### src/rtl/spi_ub_pkg.sv
package spi_ub_pkg;

   typedef enum logic [1:0] {
      UB_IDLE  = 2'd0,
      UB_LEAD  = 2'd1,
      UB_SHIFT = 2'd2,
      UB_ACK   = 2'd3
   } ub_state_t;

endpackage

### src/rtl/spi_ub_phase.sv
// Phase timer: ticks once every LIMIT cycles while run is held high.
module spi_ub_phase #(
   parameter int LIMIT = 2
) (
   input  logic clk,
   input  logic rst_n,
   input  logic run,
   output logic tick
);
   localparam int CW = (LIMIT > 1) ? $clog2(LIMIT) : 1;

   generate
      if (LIMIT < 1) begin : g_bad_limit
         $error("spi_ub_phase: LIMIT must be at least 1");
      end
   endgenerate

   logic [CW-1:0] cnt;

   assign tick = run && (cnt == CW'(LIMIT - 1));

   always_ff @(posedge clk or negedge rst_n) begin
      if (!rst_n) begin
         cnt <= '0;
      end else if (!run || tick) begin
         cnt <= '0;
      end else begin
         cnt <= cnt + 1'b1;
      end
   end

   // Counter never passes the phase length (supports R2 timing)
   p_cnt_range_r2: assert property (@(posedge clk) disable iff (!rst_n)
      cnt <= CW'(LIMIT - 1));

endmodule

### src/rtl/spi_ub_shifter.sv
// Byte shift register: transmit side fills with ones, receive side collects MISO.
module spi_ub_shifter #(
   parameter int BYTE_W    = 8,
   parameter bit MSB_FIRST = 1'b1
) (
   input  logic              clk,
   input  logic              rst_n,
   input  logic              load,
   input  logic [BYTE_W-1:0] load_val,
   input  logic              shift_en,
   input  logic              sample_en,
   input  logic              miso,
   output logic              mosi,
   output logic [BYTE_W-1:0] rx
);
   generate
      if (BYTE_W < 2) begin : g_bad_width
         $error("spi_ub_shifter: BYTE_W must be at least 2");
      end
   endgenerate

   logic [BYTE_W-1:0] tx;
   logic [BYTE_W-1:0] tx_next;
   logic [BYTE_W-1:0] rx_next;

   generate
      if (MSB_FIRST) begin : g_msb
         assign mosi    = tx[BYTE_W-1];
         assign tx_next = {tx[BYTE_W-2:0], 1'b1};
         assign rx_next = {rx[BYTE_W-2:0], miso};
      end else begin : g_lsb
         assign mosi    = tx[0];
         assign tx_next = {1'b1, tx[BYTE_W-1:1]};
         assign rx_next = {miso, rx[BYTE_W-1:1]};
      end
   endgenerate

   always_ff @(posedge clk or negedge rst_n) begin
      if (!rst_n) begin
         tx <= '1;
         rx <= '1;
      end else if (load) begin
         tx <= load_val;
         rx <= '1;
      end else begin
         if (shift_en)  tx <= tx_next;
         if (sample_en) rx <= rx_next;
      end
   end

   // Shift and sample never coincide: they sit on opposite SCLK edges
   p_edges_apart_r3: assert property (@(posedge clk) disable iff (!rst_n)
      !(shift_en && sample_en));

endmodule

### src/rtl/spi_ub_seq.sv
// Sequencer: chip-select ownership, lead-in, bit clocking, acknowledge.
module spi_ub_seq
   import spi_ub_pkg::*;
#(
   parameter int BYTE_W    = 8,
   parameter int CLK_HALF  = 2,
   parameter int CS_LEAD   = 1
) (
   input  logic clk,
   input  logic rst_n,
   input  logic user_en,
   input  logic req_valid,
   output logic req_ready,
   output logic load,
   output logic shift_en,
   output logic sample_en,
   output logic cs_act,
   output logic sclk
);
   localparam int BW = (BYTE_W > 1) ? $clog2(BYTE_W) : 1;

   generate
      if (CLK_HALF < 1) begin : g_bad_half
         $error("spi_ub_seq: CLK_HALF must be at least 1");
      end
      if (CS_LEAD < 1) begin : g_bad_lead
         $error("spi_ub_seq: CS_LEAD must be at least 1");
      end
   endgenerate

   ub_state_t     state;
   logic [BW-1:0] bit_cnt;
   logic          lead_tick;
   logic          half_tick;

   spi_ub_phase #(.LIMIT(CS_LEAD)) i_lead (
      .clk  (clk),
      .rst_n(rst_n),
      .run  (state == UB_LEAD),
      .tick (lead_tick)
   );

   spi_ub_phase #(.LIMIT(CLK_HALF)) i_half (
      .clk  (clk),
      .rst_n(rst_n),
      .run  (state == UB_SHIFT),
      .tick (half_tick)
   );

   assign load      = (state == UB_IDLE) && req_valid;
   assign sample_en = half_tick && !sclk;
   assign shift_en  = half_tick && sclk;
   assign req_ready = (state == UB_ACK);

   always_ff @(posedge clk or negedge rst_n) begin
      if (!rst_n) begin
         state   <= UB_IDLE;
         cs_act  <= 1'b0;
         sclk    <= 1'b0;
         bit_cnt <= '0;
      end else begin
         unique case (state)
            UB_IDLE: begin
               if (!user_en) begin
                  cs_act <= 1'b0;
                  if (req_valid) state <= UB_ACK;
               end else if (req_valid) begin
                  if (cs_act) begin
                     state <= UB_SHIFT;
                  end else begin
                     cs_act <= 1'b1;
                     state  <= UB_LEAD;
                  end
               end
            end
            UB_LEAD: begin
               if (lead_tick) state <= UB_SHIFT;
            end
            UB_SHIFT: begin
               if (half_tick) begin
                  sclk <= !sclk;
                  if (sclk) begin
                     if (bit_cnt == BW'(BYTE_W - 1)) begin
                        bit_cnt <= '0;
                        state   <= UB_ACK;
                     end else begin
                        bit_cnt <= bit_cnt + 1'b1;
                     end
                  end
               end
            end
            UB_ACK: begin
               state <= UB_IDLE;
            end
            default: state <= UB_IDLE;
         endcase
      end
   end

   // Chip select is never dropped while the enable bit stays set
   p_cs_kept_r5: assert property (@(posedge clk) disable iff (!rst_n)
      (cs_act && user_en) |=> cs_act);

   // Serial clock idles low outside a chip-select window
   p_sclk_idle_r9: assert property (@(posedge clk) disable iff (!rst_n)
      !cs_act |-> !sclk);

   // Acknowledge is a single-cycle pulse
   p_ready_pulse_r2: assert property (@(posedge clk) disable iff (!rst_n)
      req_ready |=> !req_ready);

   // With the bit cleared and chip select released, no clock is produced
   p_quiet_off_r7: assert property (@(posedge clk) disable iff (!rst_n)
      (!user_en && !cs_act) |=> !sclk);

   // SCLK returns low before the acknowledge
   p_ack_low_r3: assert property (@(posedge clk) disable iff (!rst_n)
      req_ready |-> !sclk);

endmodule

### src/rtl/spi_user_bridge.sv
module spi_user_bridge #(
   parameter int BYTE_W    = 8,
   parameter int CLK_HALF  = 2,
   parameter int CS_LEAD   = 1,
   parameter bit MSB_FIRST = 1'b1
) (
   input  logic              clk,
   input  logic              rst_n,
   input  logic              user_en,
   input  logic              req_valid,
   input  logic              req_write,
   input  logic [BYTE_W-1:0] req_wdata,
   output logic              req_ready,
   output logic [BYTE_W-1:0] rd_data,
   input  logic              mem_rd_req,
   output logic              mem_rd_go,
   output logic              spi_sclk,
   output logic              spi_cs_n,
   output logic              spi_mosi,
   input  logic              spi_miso
);
   logic              load;
   logic              shift_en;
   logic              sample_en;
   logic              cs_act;
   logic [BYTE_W-1:0] load_val;

   assign load_val  = (user_en && req_write) ? req_wdata : '1;
   assign spi_cs_n  = !cs_act;
   assign mem_rd_go = mem_rd_req && !user_en && !cs_act;

   spi_ub_seq #(
      .BYTE_W  (BYTE_W),
      .CLK_HALF(CLK_HALF),
      .CS_LEAD (CS_LEAD)
   ) i_seq (
      .clk      (clk),
      .rst_n    (rst_n),
      .user_en  (user_en),
      .req_valid(req_valid),
      .req_ready(req_ready),
      .load     (load),
      .shift_en (shift_en),
      .sample_en(sample_en),
      .cs_act   (cs_act),
      .sclk     (spi_sclk)
   );

   spi_ub_shifter #(
      .BYTE_W   (BYTE_W),
      .MSB_FIRST(MSB_FIRST)
   ) i_shift (
      .clk      (clk),
      .rst_n    (rst_n),
      .load     (load),
      .load_val (load_val),
      .shift_en (shift_en),
      .sample_en(sample_en),
      .miso     (spi_miso),
      .mosi     (spi_mosi),
      .rx       (rd_data)
   );

   // MOSI holds steady through the high half of SCLK
   p_mosi_steady_r3: assert property (@(posedge clk) disable iff (!rst_n)
      (spi_sclk && $past(spi_sclk)) |-> $stable(spi_mosi));

   // Memory reads are never granted while the bit is set
   p_mem_blocked_r8: assert property (@(posedge clk) disable iff (!rst_n)
      (user_en || !spi_cs_n) |-> !mem_rd_go);

endmodule

### config.mk
export PLATFORM = sky130hd
export DESIGN_NAME = spi_user_bridge
export DESIGN_NICKNAME = d
export VERILOG_FILES = /design/src/rtl/spi_ub_pkg.sv /design/src/rtl/spi_ub_phase.sv /design/src/rtl/spi_ub_shifter.sv /design/src/rtl/spi_ub_seq.sv /design/src/rtl/spi_user_bridge.sv
export SDC_FILE = /design/constraint.sdc
export NUM_CORES = 1
export LEC_CHECK = 0
export BUFFER_PORTS_ARGS = -buffer_cell sky130_fd_sc_hd__buf_2
export CORE_MARGIN = 3
export CORE_UTILIZATION = 45
export DETAILED_ROUTE_END_ITERATION = 10
export GPL_ROUTABILITY_DRIVEN = 0
export PLACE_DENSITY = 0.68
export SLEW_MARGIN = 20
export SYNTH_ARGS = -nofsm -noshare
export SYNTH_HDL_FRONTEND = slang
export SYNTH_SLANG_ARGS = --single-unit
### constraint.sdc
create_clock -name clk -period 1.5 [get_ports clk]
set_input_delay 0.3 -clock clk [delete_from_list [all_inputs] [get_ports clk]]
set_output_delay 0.3 -clock clk [all_outputs]
set_load 0.02 [all_outputs]
==> summary.txt <==
Synth
  – Syn Nets: 150
  – Synthesized area: ~1200 um2
  – Cells after synthesis: 127
  – Synth unique cells: 26
  – Dominant synthesized flop cell: dfstp_2
  – Synthesis-stage register bit count: 25
  – Ys async rst share: 100%
  – Syn Area/Cell: approximately 9.7 um2
  – Post-synth EDFFs: 0
  – Ys Warns: 0
  – Sequential fraction of the synthesis area: 52.5%

Power and ir drop
  – Leak: roughly 0.8 nW
  – Max VDD drop: 1.17 mV
  – Power Dens Cells: 1900 nW/um2
  – Pwr Total: slightly above 0.003 W

Setup path
  – Crit path kind: flop to flop
  – Worst path arrival time: between 1500 and 2000 ps
  – Worst-path fanout max: 5
  – Required @ worst endpoint: ~1700 ps
  – Setup crit end kind: flop
  – Critical Path Max Stage Delay: 470 ps
  – Slowest cell on the critical path: dfrtp_2
  – CP cell instances: inv_2 -> ha_4 -> nor2b_4 -> a2111oi_4 -> buf_4 -> mux2i_1
  – CP Launch Type: flop

Status
  – Failing checks: setup timing
  – Outcome: complete, but fails checks

Timing
  – Slew @ Worst Pin: 550 ps
  – Slew Viols, Final: 0
  – Minimum clock period: 1600 ps
  – Fmax: 0.624 GHz
  – Post-route setup slack: -102 ps
  – Period utilisation layout: 107%
  – Final setup viols: 3
  – Setup tns final: -222 ps
  – Relative slew slack: 63.3%
  – Fin. Hold Viols: 0
  – RSZ-0062 raised after global routing: true
  – Clk_skew: roughly 2.8 ps

Detailed routing
  – DRC viols: 0
  – Total routed wirelength: roughly 2400 um
  – DRT iter0 DRCs: 36
  – Vias: around 1000
  – Via density: 5.09
  – 1st-pass router iterations: 4
  – Routed Antenna Nets: 0
  – WL per Instance: around 12 um

Cells and area
  – FILL cells: 220
  – Area growth syn-to-layout: 31.6%
  – Final instance area: roughly 1600 um2
  – Most common cell after layout, fill and taps aside: nand2_1
  – Share of layout cells above drive strength 1: around 45%
  – Most frequent cells in the layout: nand2_1, buf_2, dfstp_2
  – Final Non-Filler Cells: 200
  – Final Util: around 64%
  – Area of the multi-input gates: 606 um2
  – Antenna cells: 0
  – Register area: around 650 um2
  – Post-layout nets: approximately 190

Clock tree
  – Clock buffer depth: 2
  – Worst-path clk slew: between 100 and 150 ps
  – TritonCTS Sinks: 25
  – CTS buffer count: 3
  – H-Tree Depth: 1
  – Root Driver: clkbuf_4
  – CTS tree: yes
  – Clk Latency, worst-skew pair: ~310 ps

Placement
  – PortBufs: 27
  – DP HPWL: roughly 1700 um
  – Dpl cells: roughly 190
  – Placed Area: ~1500 um2

GRT
  – Total GRT Usage: 15.5%
  – Vias in the first global route: 978
  – Antenna violations before repair: 0
  – First-pass GRT wire length: 4190 um
  – Largest net degree at the start of global routing: 26
  – Overflow left after global routing: 0

Die
  – Initial Utilization: 48.3%
  – Site Rows: 18
  – Core area: roughly 2500 um2
  – Boundary Pins: 28
  – Die W: approximately 60 um
  – DIE AREA: 3400 um2
  – Die height: 58.3 um

Flow run
  – Max-cap violations: 0

Worst hold path
  – Worst min path class: primary input to flop
[metal layers]
metal | global-route usage, % | part of all wire [%] | wire (um) | up-vias
li1 | - | - | - | 509
met1 | 19.4 | 45 | 1100 | 491
met2 | 29.0 | 52 | 1250 | 18
met3 | 2.67 | 2.9 | 70 | 0
met4 | 0.993 | 0 | 0 | 0
met5 | 0 | 0 | 0 | -
[repair_timing]
| item | in CTS | in global routing |
|---|---|---|
| hold buffers | 1 | 0 |
| cloned | 0 | 1 |
| resized for setup | 6 | 10 |
| pin swaps | 2 | 3 |
| buffers inserted | 2 | 3 |
| endpoints found under the hold margin | 9 | 0 |
| setup endpoints to repair | 2 | 22 |
[cells in the mapped netlist (all sizes together), types with 3 or more instances]
cell type | number | share of area [%]
a21oi | 3 | 1.2
nand2 | 40 | 12
inv | 3 | 0.92
clkbuf | 3 | 0.92
nor2 | 9 | 2.7
ha | 8 | 8.1
a31oi | 8 | 4.1
nor2b | 4 | 3.3
dfstp | 16 | 34
dfrtp | 9 | 18
nand3 | 10 | 4.1
[where the power goes]
group,internal [W],switching (W)
Sequential,0.00104,0.000194
Combinational,0.000771,0.000782
Clock,0.0000994,0.000193
Total,0.00191,0.00117
[path summary, 6_finish.rpt]
check                                      start               end  slack [ps]  cells after the start
worst min register to register  i_seq.bit_cnt[1]  i_seq.bit_cnt[1]         490                      2
max in group asynchronous                  rst_n    i_seq.state[1]         610                      2
worst max register to register    i_seq.state[1]    i_seq.state[0]        -100                      6
min in group asynchronous                  rst_n    i_seq.state[0]         490                      2
worst max-delay path              i_seq.state[1]    i_seq.state[0]        -100                      6
worst min-delay path                req_wdata[6]     i_shift.tx[6]         210                      3
[kinds of logic after synthesis]
group	after synthesis	share of synthesized area, %
buffers and inverters	7	2.24
other	1	0.305
flip-flops	25	52.5
adder cells (fa/ha/maj)	8	8.14
multiplexers	2	2.03
AO/OA/AOI/OAI	15	9.16
AND/OR/NAND/NOR	69	25.6
[cell type report]
type | instances | share of cell area, %
Clock buffer | 3 | 1.39
Timing Repair Buffer | 43 | 17.8
Clock inverter | 1 | 0.309
Sequential cell | 25 | 40.0
Multi-Input combinational cell | 95 | 37.4
Tap cell | 30 | 2.32
Inverter | 3 | 0.850
[worst max-delay path, delay by kind of cell, from the launching register on]
family	cells	cell delay (ps)
flops	1	470
compound gates	1	330
buf+inv	2	260
mux	1	190
fa+ha+maj	1	160
simple gates	1	120
[metrics by stage]
step / setup WS (ps) / hold slack (ps)
finish: -102 / 208
CTS: -102 / 193
detailed placement: -143 / 318
floorplan: -57.8 / 4.41
global route: -177 / 207
global placement: -54.1 / 312
[registers in the layout, indices dropped and copies added, names as in the netlist]
| name | flops |
|---|---|
| i_shift.rx | 8 |
| i_shift.tx | 8 |
| i_seq.bit_cnt | 3 |
| i_seq.state | 2 |
| i_seq.cs_act | 1 |
| i_seq.i_half.cnt | 1 |
| i_seq.i_lead.cnt | 1 |
| i_seq.sclk | 1 |
Note: power is estimated with default switching activity, not from simulation.
